[src/rtl/irq_pick_pkg.sv]
// Package irq_pick_pkg
// Shared privilege encoding and fixed bit positions for the interrupt
// selector. Assumes a 2-bit privilege code; value 2 is reserved.
package irq_pick_pkg;

    typedef enum logic [1:0] {
        LVL_USER = 2'd0,
        LVL_SUPV = 2'd1,
        LVL_RSVD = 2'd2,
        LVL_MACH = 2'd3
    } lvl_e;

    // Virtual-supervisor software, timer and external bit positions.
    localparam int GUEST_SW_BIT  = 2;
    localparam int GUEST_TMR_BIT = 6;
    localparam int GUEST_EXT_BIT = 10;

endpackage

[src/rtl/irq_pick_gate.sv]
// Module irq_pick_gate
// Turns the current privilege and the three global enable bits into
// per-level pass signals. Purely combinational; assumes the privilege
// encoding of irq_pick_pkg.
module irq_pick_gate
    import irq_pick_pkg::*;
(
    input  logic [1:0] priv_i,
    input  logic       m_gie_i,
    input  logic       s_gie_i,
    input  logic       hs_sie_i,
    output logic       m_pass_o,
    output logic       s_pass_o,
    output logic       hs_pass_o
);

    logic below_m;
    logic below_s;
    logic at_m;
    logic at_s;

    // Compare privilege against the machine and supervisor levels.
    always_comb begin
        below_m = (priv_i < 2'(LVL_MACH));
        below_s = (priv_i < 2'(LVL_SUPV));
        at_m    = (priv_i == 2'(LVL_MACH));
        at_s    = (priv_i == 2'(LVL_SUPV));
    end

    // Combine level comparisons with the global enables.
    always_comb begin
        m_pass_o  = below_m || (at_m && m_gie_i);
        s_pass_o  = below_s || (at_s && s_gie_i);
        hs_pass_o = below_s || (at_s && hs_sie_i);
    end

endmodule

[src/rtl/irq_pick_ctz.sv]
// Module irq_pick_ctz
// Finds the lowest set bit of a vector (trailing-zero count). Reports
// whether any bit is set; index is 0 when none is.
module irq_pick_ctz #(
    parameter int VEC_W = 64,
    localparam int IDX_W = $clog2(VEC_W)
) (
    input  logic [VEC_W-1:0] vec_i,
    output logic             any_o,
    output logic [IDX_W-1:0] idx_o
);

    // Scan from the top down so the lowest set bit is written last.
    always_comb begin
        idx_o = '0;
        for (int i = VEC_W - 1; i >= 0; i--) begin
            if (vec_i[i]) begin
                idx_o = IDX_W'(i);
            end
        end
    end

    // Any bit set at all.
    always_comb begin
        any_o = |vec_i;
    end

endmodule

[src/rtl/irq_pick_top.sv]
// Module irq_pick_top
// Selects the local interrupt a hart should take. Builds the two
// selection tiers and applies delegation gating. Registers the winning
// cause, the take strobe and the force-to-hypervisor flag. Assumes
// IRQ_W > 10 so that the guest bits exist.
module irq_pick_top
    import irq_pick_pkg::*;
#(
    parameter int IRQ_W = 64,
    localparam int CAUSE_W = $clog2(IRQ_W)
) (
    input  logic               clk,
    input  logic               rst_n,
    input  logic [IRQ_W-1:0]   pend_i,
    input  logic [IRQ_W-1:0]   en_i,
    input  logic [IRQ_W-1:0]   deleg_i,
    input  logic [1:0]         priv_i,
    input  logic               m_gie_i,
    input  logic               s_gie_i,
    input  logic               virt_on_i,
    input  logic               hs_sie_i,
    output logic               take_o,
    output logic [CAUSE_W-1:0] cause_o,
    output logic               to_hs_o
);

    localparam logic [IRQ_W-1:0] GUEST_MASK =
        (IRQ_W'(1) << GUEST_SW_BIT) |
        (IRQ_W'(1) << GUEST_TMR_BIT) |
        (IRQ_W'(1) << GUEST_EXT_BIT);

    logic               m_pass;
    logic               s_pass;
    logic               hs_pass;
    logic [IRQ_W-1:0]   cand;
    logic [IRQ_W-1:0]   host_cand;
    logic [IRQ_W-1:0]   guest_cand;
    logic [IRQ_W-1:0]   tier1_vec;
    logic [IRQ_W-1:0]   tier2_src;
    logic [IRQ_W-1:0]   tier2_vec;
    logic               tier1_any;
    logic               tier2_any;
    logic [CAUSE_W-1:0] tier1_idx;
    logic [CAUSE_W-1:0] tier2_idx;
    logic               take_d;
    logic [CAUSE_W-1:0] cause_d;
    logic               to_hs_d;

    irq_pick_gate u_gate (
        .priv_i    (priv_i),
        .m_gie_i   (m_gie_i),
        .s_gie_i   (s_gie_i),
        .hs_sie_i  (hs_sie_i),
        .m_pass_o  (m_pass),
        .s_pass_o  (s_pass),
        .hs_pass_o (hs_pass)
    );

    // Form candidates and split out the guest bits.
    always_comb begin
        cand       = pend_i & en_i;
        host_cand  = cand & ~GUEST_MASK;
        guest_cand = cand & GUEST_MASK;
    end

    // First tier: host candidates under the hypervisor-level enable.
    always_comb begin
        tier1_vec = (virt_on_i && hs_pass) ? host_cand : '0;
    end

    // Second tier: delegation split on the set chosen by virtualization.
    always_comb begin
        tier2_src = virt_on_i ? guest_cand : host_cand;
        tier2_vec = (tier2_src & ~deleg_i & {IRQ_W{m_pass}}) |
                    (tier2_src &  deleg_i & {IRQ_W{s_pass}});
    end

    irq_pick_ctz #(.VEC_W(IRQ_W)) u_ctz_tier1 (
        .vec_i (tier1_vec),
        .any_o (tier1_any),
        .idx_o (tier1_idx)
    );

    irq_pick_ctz #(.VEC_W(IRQ_W)) u_ctz_tier2 (
        .vec_i (tier2_vec),
        .any_o (tier2_any),
        .idx_o (tier2_idx)
    );

    // Pick the tier result; the first tier has precedence.
    always_comb begin
        take_d  = tier1_any || tier2_any;
        to_hs_d = tier1_any;
        cause_d = tier1_any ? tier1_idx : (tier2_any ? tier2_idx : '0);
    end

    // Register the decision; reset reports no interrupt.
    always_ff @(posedge clk) begin
        if (!rst_n) begin
            take_o  <= 1'b0;
            cause_o <= '0;
            to_hs_o <= 1'b0;
        end else begin
            take_o  <= take_d;
            cause_o <= cause_d;
            to_hs_o <= to_hs_d;
        end
    end

    // a reported cause was a candidate one cycle earlier.
    p_cause_was_cand_r1: assert property (@(posedge clk) disable iff (!rst_n)
        take_o |-> ((($past(pend_i & en_i)) >> cause_o) & IRQ_W'(1)) != '0);

    // nothing enabled and pending gives no take next cycle.
    p_idle_no_take_r1: assert property (@(posedge clk) disable iff (!rst_n)
        ((pend_i & en_i) == '0) |=> !take_o);

    // guest bits are never chosen with virtualization off.
    p_guest_blocked_r6: assert property (@(posedge clk) disable iff (!rst_n)
        !virt_on_i |=> !(take_o && ((GUEST_MASK >> cause_o) & IRQ_W'(1)) != '0));

    // no forcing with virtualization off.
    p_force_low_r9: assert property (@(posedge clk) disable iff (!rst_n)
        !virt_on_i |=> !to_hs_o);

    // forcing always comes with a take and a non-guest cause.
    p_force_host_r7: assert property (@(posedge clk) disable iff (!rst_n)
        to_hs_o |-> (take_o && ((GUEST_MASK >> cause_o) & IRQ_W'(1)) == '0));

    // no take means a zero cause.
    p_idle_zero_r10: assert property (@(posedge clk) disable iff (!rst_n)
        !take_o |-> (cause_o == '0));

endmodule

[config.mk]
export PLATFORM = sky130hd
export DESIGN_NAME = irq_pick_top
export DESIGN_NICKNAME = d
export VERILOG_FILES = /design/src/rtl/irq_pick_pkg.sv /design/src/rtl/irq_pick_gate.sv /design/src/rtl/irq_pick_ctz.sv /design/src/rtl/irq_pick_top.sv
export SDC_FILE = /design/constraint.sdc
export NUM_CORES = 1
export LEC_CHECK = 0
export BUFFER_PORTS_ARGS = -buffer_cell sky130_fd_sc_hd__buf_4
export CAP_MARGIN = 15
export CORE_UTILIZATION = 50
export DETAILED_ROUTE_END_ITERATION = 8
export PLACE_DENSITY = 0.89
export SLEW_MARGIN = 25
export SYNTH_ARGS = -nofsm -noshare
export SYNTH_HDL_FRONTEND = slang
export SYNTH_HIERARCHICAL = 1
export SYNTH_SLANG_ARGS = --single-unit
export TNS_END_PERCENT = 30
[constraint.sdc]
create_clock -name clk -period 4.8 [get_ports clk]
set_input_delay 0.48 -clock clk [delete_from_list [all_inputs] [get_ports clk]]
set_output_delay 0.48 -clock clk [all_outputs]
set_load 0.01 [all_outputs]
### Word level (Yosys, flattened, before mapping)

Cells that the tools add are included.
W data, S select, Z words.

* word-level logic and storage cells: 156
* input port bits: 200
* memories: 0
* bits in latches: 0
* bits in read-only memories: 0
* output and inout port bits: 8
* register bits after elaboration: 8
* memory bits (writable): 0

* multiplexer cells: 132
* bitwise gates (word level): 7
* equal/unequal tests: 2
* $mul: 0
* shift-type cells: 0
* reduce and logical (&&, ||, !) cells: 10
* magnitude comparators: 2
* div/mod/pow operators: 0
* add/sub/neg operators: 0

Operators by type and width (number)
* $mux W6: 130
* $and A64 B64 Y64: 5
* $mux W64: 2
* $reduce_or A64 Y1: 2
* $not A64 Y64: 1
* $or A64 B64 Y64: 1
* $logic_and A1 B1 Y1: 4
* $logic_or A1 B1 Y1: 4
* $eq A2 B1 Y1 const B: 1
* $eq A2 B2 Y1 const B: 1
* $lt A2 B1 Y1 const B: 1
* $lt A2 B2 Y1 const B: 1

### Longest topological paths before layout

Gate-level depths: netlist (run 1).

* depth after elaboration: 71
* depth in mapped cells: 13
* mapped depth without buffers: 11

### Modules after synthesis

The synthesis (run 1) kept the hierarchy.

By module, submodules not included
* irq_pick_top: area each 1921.8 µm², cells an instance 313, instances 1, sequential area each 160.2 µm²
* irq_pick_ctz: area each 887.1 µm², cells an instance 145, instances 2, sequential area each 0.0 µm²
* irq_pick_gate: area each 32.5 µm², cells an instance 5, instances 1, sequential area each 0.0 µm²

### Worst setup path before layout (run 1)

Ideal clock, no wire load.

* path type: input -> register
* start: input s_gie_i
* end: register cause_o[0]
* buffers on the path: 2
* stages: 13
* arrival time: 2566 ps
* setup slack: 2160 ps
* data required time: 4726 ps
* library setup time: 74 ps
* path through: inv_1 > a21oi_2 > buf_6 > buf_6 > mux2i_1 > nor3_1 > inv_1 > a221oi_1 > o211ai_1 > o211a_1 > o311ai_1 > nand2_1 > o21ai_0

* elaborated cells on any way between the ends: 71
* classes of those cells: 66 x mux; 2 x bitwise; 3 x reduce/logical

RTL lines
* from (decl): RTL line irq_pick_top.sv:19 `input logic s_gie_i,`
* $logic_and A1 B1 Y1: RTL line irq_pick_gate.sv:33 `s_pass_o = below_s || (at_s && s_gie_i);`
* $logic_or A1 B1 Y1: RTL line irq_pick_gate.sv:33
* via s_pass: RTL line irq_pick_top.sv:33 `logic s_pass;`
* $and A64 B64 Y64: RTL line irq_pick_top.sv:75 `(tier2_src & deleg_i & {IRQ_W{s_pass}});`
* $or A64 B64 Y64: RTL line irq_pick_top.sv:74 `tier2_vec = (tier2_src & ~deleg_i & {IRQ_W{m_pass}}) |`
* via tier2_vec[59]: RTL line irq_pick_top.sv:40 `logic [IRQ_W-1:0] tier2_vec;`
* $mux W6 (60 in a row): RTL line irq_pick_ctz.sv:17 `if (vec_i[i]) begin`
* via tier2_idx[0]: RTL line irq_pick_top.sv:44 `logic [CAUSE_W-1:0] tier2_idx;`
* $mux W6 (2 in a row): RTL line irq_pick_top.sv:94 `cause_d = tier1_any ? tier1_idx : (tier2_any ? tier2_idx : '0);`
* to (signal assigned): RTL line irq_pick_top.sv:105 `cause_o <= cause_d;`
* to (decl): RTL line irq_pick_top.sv:23 `output logic [CAUSE_W-1:0] cause_o,`

The timed path passes the listed nets, and every way through them passes these cells.
A chain may end at the register's enable or synchronous reset.

### Worst setup path in the final report (run 1)

* start: input priv_i[0]
* end: register cause_o[1]

* elaborated cells on any way between the ends: 147
* classes of those cells: 2 x order compare; 2 x eq/ne; 131 x mux; 3 x bitwise; 9 x reduce/logical

RTL lines
* from (decl): RTL line irq_pick_top.sv:17 `input logic [1:0] priv_i,`
* $eq A2 B1 Y1: RTL line irq_pick_gate.sv:27 `at_s = (priv_i == 2'(LVL_SUPV));`
* $logic_and A1 B1 Y1: RTL line irq_pick_gate.sv:33
* $logic_or A1 B1 Y1 *: RTL line irq_pick_gate.sv:33
* via s_pass: RTL line irq_pick_top.sv:33
* $and A64 B64 Y64 *: RTL line irq_pick_top.sv:75
* $or A64 B64 Y64 *: RTL line irq_pick_top.sv:74
* via tier2_vec[26]: RTL line irq_pick_top.sv:40
* $mux W6 * (27 in a row): RTL line irq_pick_ctz.sv:17
* via tier2_idx[1]: RTL line irq_pick_top.sv:44
* $mux W6 * (2 in a row): RTL line irq_pick_top.sv:94

The timed path passes the listed nets; every way through them passes the cells marked *.

==> results of run 1 <==
final timing paths:
path       from         end  slack, ns  depth (start not counted)
min       rst_n      take_o       0.58                          2
max   priv_i[0]  cause_o[1]       1.28                         11
logic make-up after synthesis:
logic type,after synthesis
mux,64
flops,8
simple gates,381
buf+inv,51
other cells,1
compound gates,103
layout make-up:
type / count / area [um2]
flip-flops and latches: 8 / 160
inverters: 22 / 82.6
clock buffers: 3 / 41.3
fillers: 642 / 1900
multi-input cells: 560 / 3320
repair buffers: 211 / 1580
well taps: 99 / 124
critical path: cells and delay by family:
| family | cells | cell delay (ns) |
|---|---|---|
| buffers and inverters | 2 | 0.53 |
| AOI/OAI and AO/OA | 6 | 2.04 |
| and+or+nand+nor | 2 | 0.47 |
| muxes | 1 | 0.12 |
sequential cells by signal (all words and copies together), names as in the netlist:
signal / cells
take_o: 1
to_hs_o: 1
cause_o: 6
per-stage QoR:
step                total power (uW)  instance area [um2]
floorplan                        356                 3770
global placement                 540                 5270
detailed placement               546                 5270
CTS                              628                 5310
global route                     684                 5310
finish                           635                 5310
where the power goes:
| group | switching, uW | total (uW) | leakage [uW] | internal (uW) |
|---|---|---|---|---|
| Combinational | 242 | 485 | 0.00242 | 243 |
| Clock | 24.6 | 78.8 | 0.0000216 | 54.2 |
| Sequential | 1.06 | 71.8 | 0.0000660 | 70.7 |
layer usage:
layer	vias up	GRT usage, %	part of all wire, %
met5	-	0	0
met4	0	8.65	1.8
met3	28	2.33	7.6
met2	302	62.6	49
met1	2434	43.7	42
li1	2608	-	-
synth_stat cells, types with 3 or more instances:
library cell | number | area share (%)
sky130_fd_sc_hd__o311ai_1 | 4 | 0.94
sky130_fd_sc_hd__or3_1 | 6 | 1.0
sky130_fd_sc_hd__and2_1 | 3 | 0.50
sky130_fd_sc_hd__o21ai_0 | 17 | 2.3
sky130_fd_sc_hd__nand2_1 | 86 | 8.7
sky130_fd_sc_hd__a211oi_1 | 4 | 0.81
sky130_fd_sc_hd__a21boi_1 | 4 | 0.81
sky130_fd_sc_hd__nor4_4 | 4 | 2.3
sky130_fd_sc_hd__mux2i_1 | 64 | 17
sky130_fd_sc_hd__nor2_1 | 102 | 10
sky130_fd_sc_hd__nor4_1 | 32 | 5.4
sky130_fd_sc_hd__buf_2 | 14 | 1.9
sky130_fd_sc_hd__o31ai_1 | 6 | 1.2
sky130_fd_sc_hd__nand2b_1 | 10 | 1.7
sky130_fd_sc_hd__a21oi_1 | 20 | 2.7
sky130_fd_sc_hd__nor2b_1 | 8 | 1.3
sky130_fd_sc_hd__nand3b_1 | 3 | 0.60
sky130_fd_sc_hd__or4_1 | 6 | 1.2
sky130_fd_sc_hd__dfxtp_1 | 8 | 4.3
sky130_fd_sc_hd__o21bai_1 | 6 | 1.2
sky130_fd_sc_hd__or4_4 | 4 | 1.2
sky130_fd_sc_hd__o21a_1 | 7 | 1.4
sky130_fd_sc_hd__buf_4 | 6 | 1.2
sky130_fd_sc_hd__buf_6 | 9 | 2.7
sky130_fd_sc_hd__nor3_1 | 85 | 11
sky130_fd_sc_hd__nand3_1 | 20 | 2.7
sky130_fd_sc_hd__a31oi_1 | 4 | 0.67
sky130_fd_sc_hd__o211ai_1 | 8 | 1.6
sky130_fd_sc_hd__inv_1 | 22 | 2.2
==> reports/summary.md, run 1 <==
In the synthesized netlist the dominant register cell turns out to be sky130_fd_sc_hd__dfxtp_1. The maximum fanout along the worst path works out to 39. The number of buffers inserted during clock tree synthesis came out at 3. By area, the combinational part of the netlist is dominated by simple AND/OR/NAND/NOR gates. After the flow finishes, the layout carries non-filler instances totaling 903. Setup violations remaining at the end of the flow were counted as 0. The run gives 1.01 as the final weighted congestion of routability-driven global placement. The starting density of the core was 51.7%. Total of warnings raised by yosys: 6. The kind of end point of the critical path is a flop. At the end of the flow, the number of nets in the layout was 1006.

The synthesized netlist occupies a cell area of 3730 um2. In the global route stage, overall resource usage came out at 34.4%. Vertical die dimension: 88.4 um. Sequential cells were found to cover 4.30% of the synthesized design area. The library cell used as clock root buffer is sky130_fd_sc_hd__clkbuf_8.

During placement, the flow inserted port buffers numbering 207. The number of hold buffers added after cts was 0; the violation count after the first detailed-route iteration was 387. The post-synthesis share of cell area spent on xor and xnor gates is 0%.

Area of the core: 7210 um2. Startpoint type of the worst setup path: an input port. The area of the die was 7810 um2. For the number of distinct library cells after synthesis, the log shows 48.

After clock tree synthesis, the clock-pin slew on the worst setup and hold paths is 0.04 ns. The die is 88.4 um wide. The via count of the first global-routing pass came out at 4768. Maximum vdd drop: 73.7 uV. The tools report the count of unresolved DRC violations after routing as 0. Dividing the detail-routed wire length by the instance count gives 15.2 um.

The flip-flop and latch count after synthesis works out to 8. For the count of pins on the block boundary, the log shows 208. For the fmax, the log shows 284 MHz. At the end of the flow the core is filled with cells to 73.6%. The share of post-route cells with drive strength above 1 was 29.0%; the worst-margin pin slew was 0.952 ns. The shortest period the worst path allows works out to 3.52 ns. Most numerous cell on the critical path: sky130_fd_sc_hd__buf_4.

The worst setup slack after placement is 1.27 ns. Commonest non-fill, non-tap cell in the layout: sky130_fd_sc_hd__buf_4. After Yosys synthesis, full adders, half adders and majority gates account for 0% of the synthesized area. 0 antenna diodes ended up in the layout. For the worst setup path, the data required time is 4.94 ns. Using the TritonRoute via totals, the vias-per-cell ratio works out to 5.95. The floorplan has 31 rows. The largest individual stage delay along the critical path comes from the cell sky130_fd_sc_hd__a21oi_4.

The top cell types in the final layout, fill and taps aside, are sky130_fd_sc_hd__buf_4 (211), sky130_fd_sc_hd__nor2_1 (102), sky130_fd_sc_hd__nand2_1 (85), sky130_fd_sc_hd__nor3_1 (85), sky130_fd_sc_hd__mux2i_1 (64). Setup repair after global routing left no endpoint under its margin. The fraction of registers with async set or reset after synthesis was 0%. The logs give 5372 for the via count and 1 for the number of H-tree levels. Power spread over the standard cell area amounts to 120 nW/um2. Entering global routing, the biggest net connects 65 pins. The clock drives 8 sinks. The number of gates resized after CTS was 0. The mean instance size in the synthesized netlist works out to 6.13 um2. After synthesis, the share of cell area in mux cells is 17.2%.

The tool flagged a number of max-cap violations equal to 0. The signal on the critical path passes through buf_4 > a21oi_4 > buf_4 > mux2i_1 > nor3_1 > o31ai_1 > a2111oi_0 > o21a_1 > o31a_1 > nand2_1 > o21ai_0. Detailed placement ended at an HPWL of 11400 um. The area growth from synthesis to layout is 42.5%. For the initial antenna violation count, the log shows 0. For the worst setup margin, the log shows 1.28 ns.

The first global-routing pass estimated 21600 um of wire. The clock passes through at most 2 buffers. The biggest cell delay along the critical path works out to 0.74 ns. Post-detailed-route count of antenna-violating nets: 0. The number of placed cells counting well taps is 900, and the post-CTS setup buffer count is 0. The instance count of the mapped netlist is 608, and the number of enable flip-flop cells after synthesis is 0. The total leakage power is 0.00250 uW, and the minimum hold slack is 0.585 ns. The setup total negative slack is 0 ns, and the sum of routed wire length over all layers is 13700 um. Summing the areas of all and, or, nand and nor instances in the mapped netlist gives 51.5% of the synthesized area. The tools report the number of hold-slack violations in the final timing report as 0. The run finished with clean final reports. Summing the areas of all compound-gate instances in the mapped netlist gives 18.9% of the synthesized area.

TritonCTS built the clock tree. STA puts the critical path data arrival time at 3.66 ns. The tightest min-delay check is of the in2reg type. The critical path in this run is classified as in2reg. Of the available clock period, the critical path in the final layout requires 73.4%.

For the remaining global-route overflow, the log shows 0. The count of TritonRoute iterations in the first routing pass is 6, and the number of max-slew violations in the final report is 0. The tools report the tightest slew margin relative to the limit as 36.4%.
(Power assumes the default switching activity.)
==> run 2, diff against run 1 <==
Settings changed: CORE_UTILIZATION 50 to 42, PLACE_DENSITY 0.89 to 0.8.
Clock period 4.8 ns to 3.15 ns, I/O delays scaled along.
==> run 2 against run 1 <==
Critical path depth is 2 higher. Clock power grew 56%. Sequential share of layout area down 0.10 points.
==> reports/summary.md, run 2 (synthesized netlist as in run 1, its figures left out) <==
Summed over all cells, the static leakage comes to 0.00261 uW. In this run, the combinational gates consume 76.5% of the power. The flow ran to the end, and the final reports show no timing, DRC or antenna violations.

After detailed routing, the average wire length per cell comes to 15.5 um. The number of setup violations in the final report was 0. For this configuration, the core starts out at a cell density of 43.0%. The tools report the count of TritonRoute iterations in the first routing pass as 5. The share of the clock period used by the worst path was 87.8%; the switching power total was 421 uW. The commonest non-fill, non-tap cell in the layout was sky130_fd_sc_hd__buf_4.

The remaining global-route overflow was 0. The ratio of routed vias to standard cells was 5.71; the via count was 5316. In the final layout, the registers with the most flip-flops are cause_o x6, take_o x1, to_hs_o x1. The run gives 8680 um2 as the area of the core. Leaving out fill and tap cells, the most frequent cells in the layout are sky130_fd_sc_hd__buf_4 (227), sky130_fd_sc_hd__nor2_1 (102), sky130_fd_sc_hd__nand2_1 (85), sky130_fd_sc_hd__nor3_1 (85), sky130_fd_sc_hd__mux2i_1 (64). TritonCTS built the clock tree.

Growth of design area from synthesis to finish: 47.6%. Static timing analysis puts the maximum clock frequency at 362 MHz. The root buffer cell chosen for the clock tree is sky130_fd_sc_hd__clkbuf_8. The total global routing track utilization was 30.4%; the clock-pin slew on the worst setup and hold paths was 0.04 ns.

The shortest period the worst path allows was 2.77 ns; the share of post-route cells with drive strength above 1 was 30.6%. The sum of routed wire length over all layers is 14500 um. The design internal power was 580 uW; the tightest slew margin relative to the limit was 48.2%. Max-cap violations in this run came to 0. The count of pins on the block boundary came out at 208. The worst setup path is captured at a flop. The number of instances resized during post-cts repair came out at 0.

For the count of unresolved DRC violations after routing, the log shows 0. Detailed placement ended at an HPWL of 12100 um. Hold repair after CTS inserted 0 buffers.

The initial antenna violation count is 0. The category of the critical setup timing path is in2reg. Once placement completed, the tool counted placed cells totaling 928. Registers take 160 um2. The maximum fanout along the worst path is 22, and the number of buffers inserted during clock tree synthesis is 3. Power density over the cells: 182 nW/um2. The number of antenna cells inserted was 0; the count of standard-cell rows was 34. The number of hold-slack violations in the final timing report was 0. At the end of the flow, the number of nets in the layout was 1025. Setup repair after global routing left no endpoint under its margin. First-pass GRT wire length: 22000 um.

The number of flip-flops in the largest register is 6, and the clock sink count is 8. The number of max-slew violations in the final report was 0; the multi-input logic area was 3320 um2. The tools report the via count of the first global-routing pass as 4736. Fill cells in the final layout number 820. From left edge to right edge, the die measures 96.2 um. At the worst endpoint, the arrival time is 2.91 ns. Of the total power, the clock network draws 12.3%. The final weighted congestion of routability-driven global placement is 0.926. The non-filler instance count after layout came out at 931. STA puts the critical path data required time at 3.29 ns. The tools report the summed area of non-filler cells in the final layout as 5500 um2. STA classifies the critical path startpoint as an input port. At the pin with the least slew margin, the transition time is 0.770 ns. The vertical die dimension works out to 96.2 um. The path type of the worst min-delay path is in2reg.

Net switching is 42.1% of the power. The number of H-tree levels was 1. The placed standard-cell area came out at 5460 um2. The tools report the sequential fraction of design power as 11.2%. The count of nets left with antenna violations once routing finished came out at 0. The number of buffers added on ports works out to 207. Buffers added to address setup during post-CTS repair amount to 0.

The run gives 2 as the number of buffers on the longest clock path. For the maximum vdd drop, the log shows 112 uV. The run gives 65 as the maximum number of pins on one net before global-route repair. The logs give 0 ns for the setup total negative slack and 317 for the violation count after the first detailed-route iteration. Counting flops per register, the top entry is cause_o. The die covers 9260 um2.
run 2: cell types whose count changed in the layout (fill, tap and decap cells not counted), sizes merged:
| cell | delta |
|---|---|
| buf | +19 |
run 2: power groups by stage:
stage               registers (uW)  logic [uW]  clock network (uW)
global placement               114         753                   0
detailed placement             114         759                   0
global route                   112         838                 132
finish                         112         766                 123
floorplan                      114         428                   0
CTS                            112         763                 124
run 2: final timing paths:
kind	slack, ns	endpoint	from	depth (start not counted)
worst min-delay path	0.42	take_o	rst_n	2
worst max-delay path	0.38	cause_o[5]	hs_sie_i	13
run 2: cell type report:
cell class | instances | area share (%)
repair buffers | 230 | 32.1
clock buffers | 3 | 0.750
well taps | 108 | 2.46
flip-flops and latches | 8 | 2.91
inverters | 22 | 1.50
multi-input cells | 560 | 60.3
run 2: worst max-delay path, stage by stage:
cell	delay, ns
sky130_fd_sc_hd__buf_4	0.11
sky130_fd_sc_hd__inv_1	0.06
sky130_fd_sc_hd__a21oi_2	0.05
sky130_fd_sc_hd__nand2_2	0.12
sky130_fd_sc_hd__buf_4	0.27
sky130_fd_sc_hd__nor2_1	0.13
sky130_fd_sc_hd__or4_1	0.58
sky130_fd_sc_hd__nor2b_1	0.29
sky130_fd_sc_hd__nand2_1	0.10
sky130_fd_sc_hd__nor2_2	0.11
sky130_fd_sc_hd__nand3b_1	0.26
sky130_fd_sc_hd__nand2b_1	0.30
sky130_fd_sc_hd__o21ai_0	0.20
run 2: routing by layer:
layer | GRT usage [%] | part of all wire (%) | vias up | routed length (um)
met5 | 0 | 0 | - | 0
li1 | - | - | 2658 | -
met4 | 8.46 | 1.9 | 0 | 272
met2 | 54.0 | 48 | 259 | 6970
met3 | 4.19 | 8.0 | 21 | 1160
met1 | 38.0 | 42 | 2378 | 6050
run 2: through the flow:
step | total power (uW) | util [%] | setup slack (ns) | hold WS, ns
floorplan | 542 | - | 0.675 | 0.466
global placement | 867 | 62.9 | 0.172 | 0.642
detailed placement | 873 | 62.9 | 0.237 | 0.649
CTS | 999 | 63.4 | 0.431 | 0.412
global route | 1080 | 63.4 | 0.121 | 0.419
finish | 1000 | 63.4 | 0.385 | 0.417
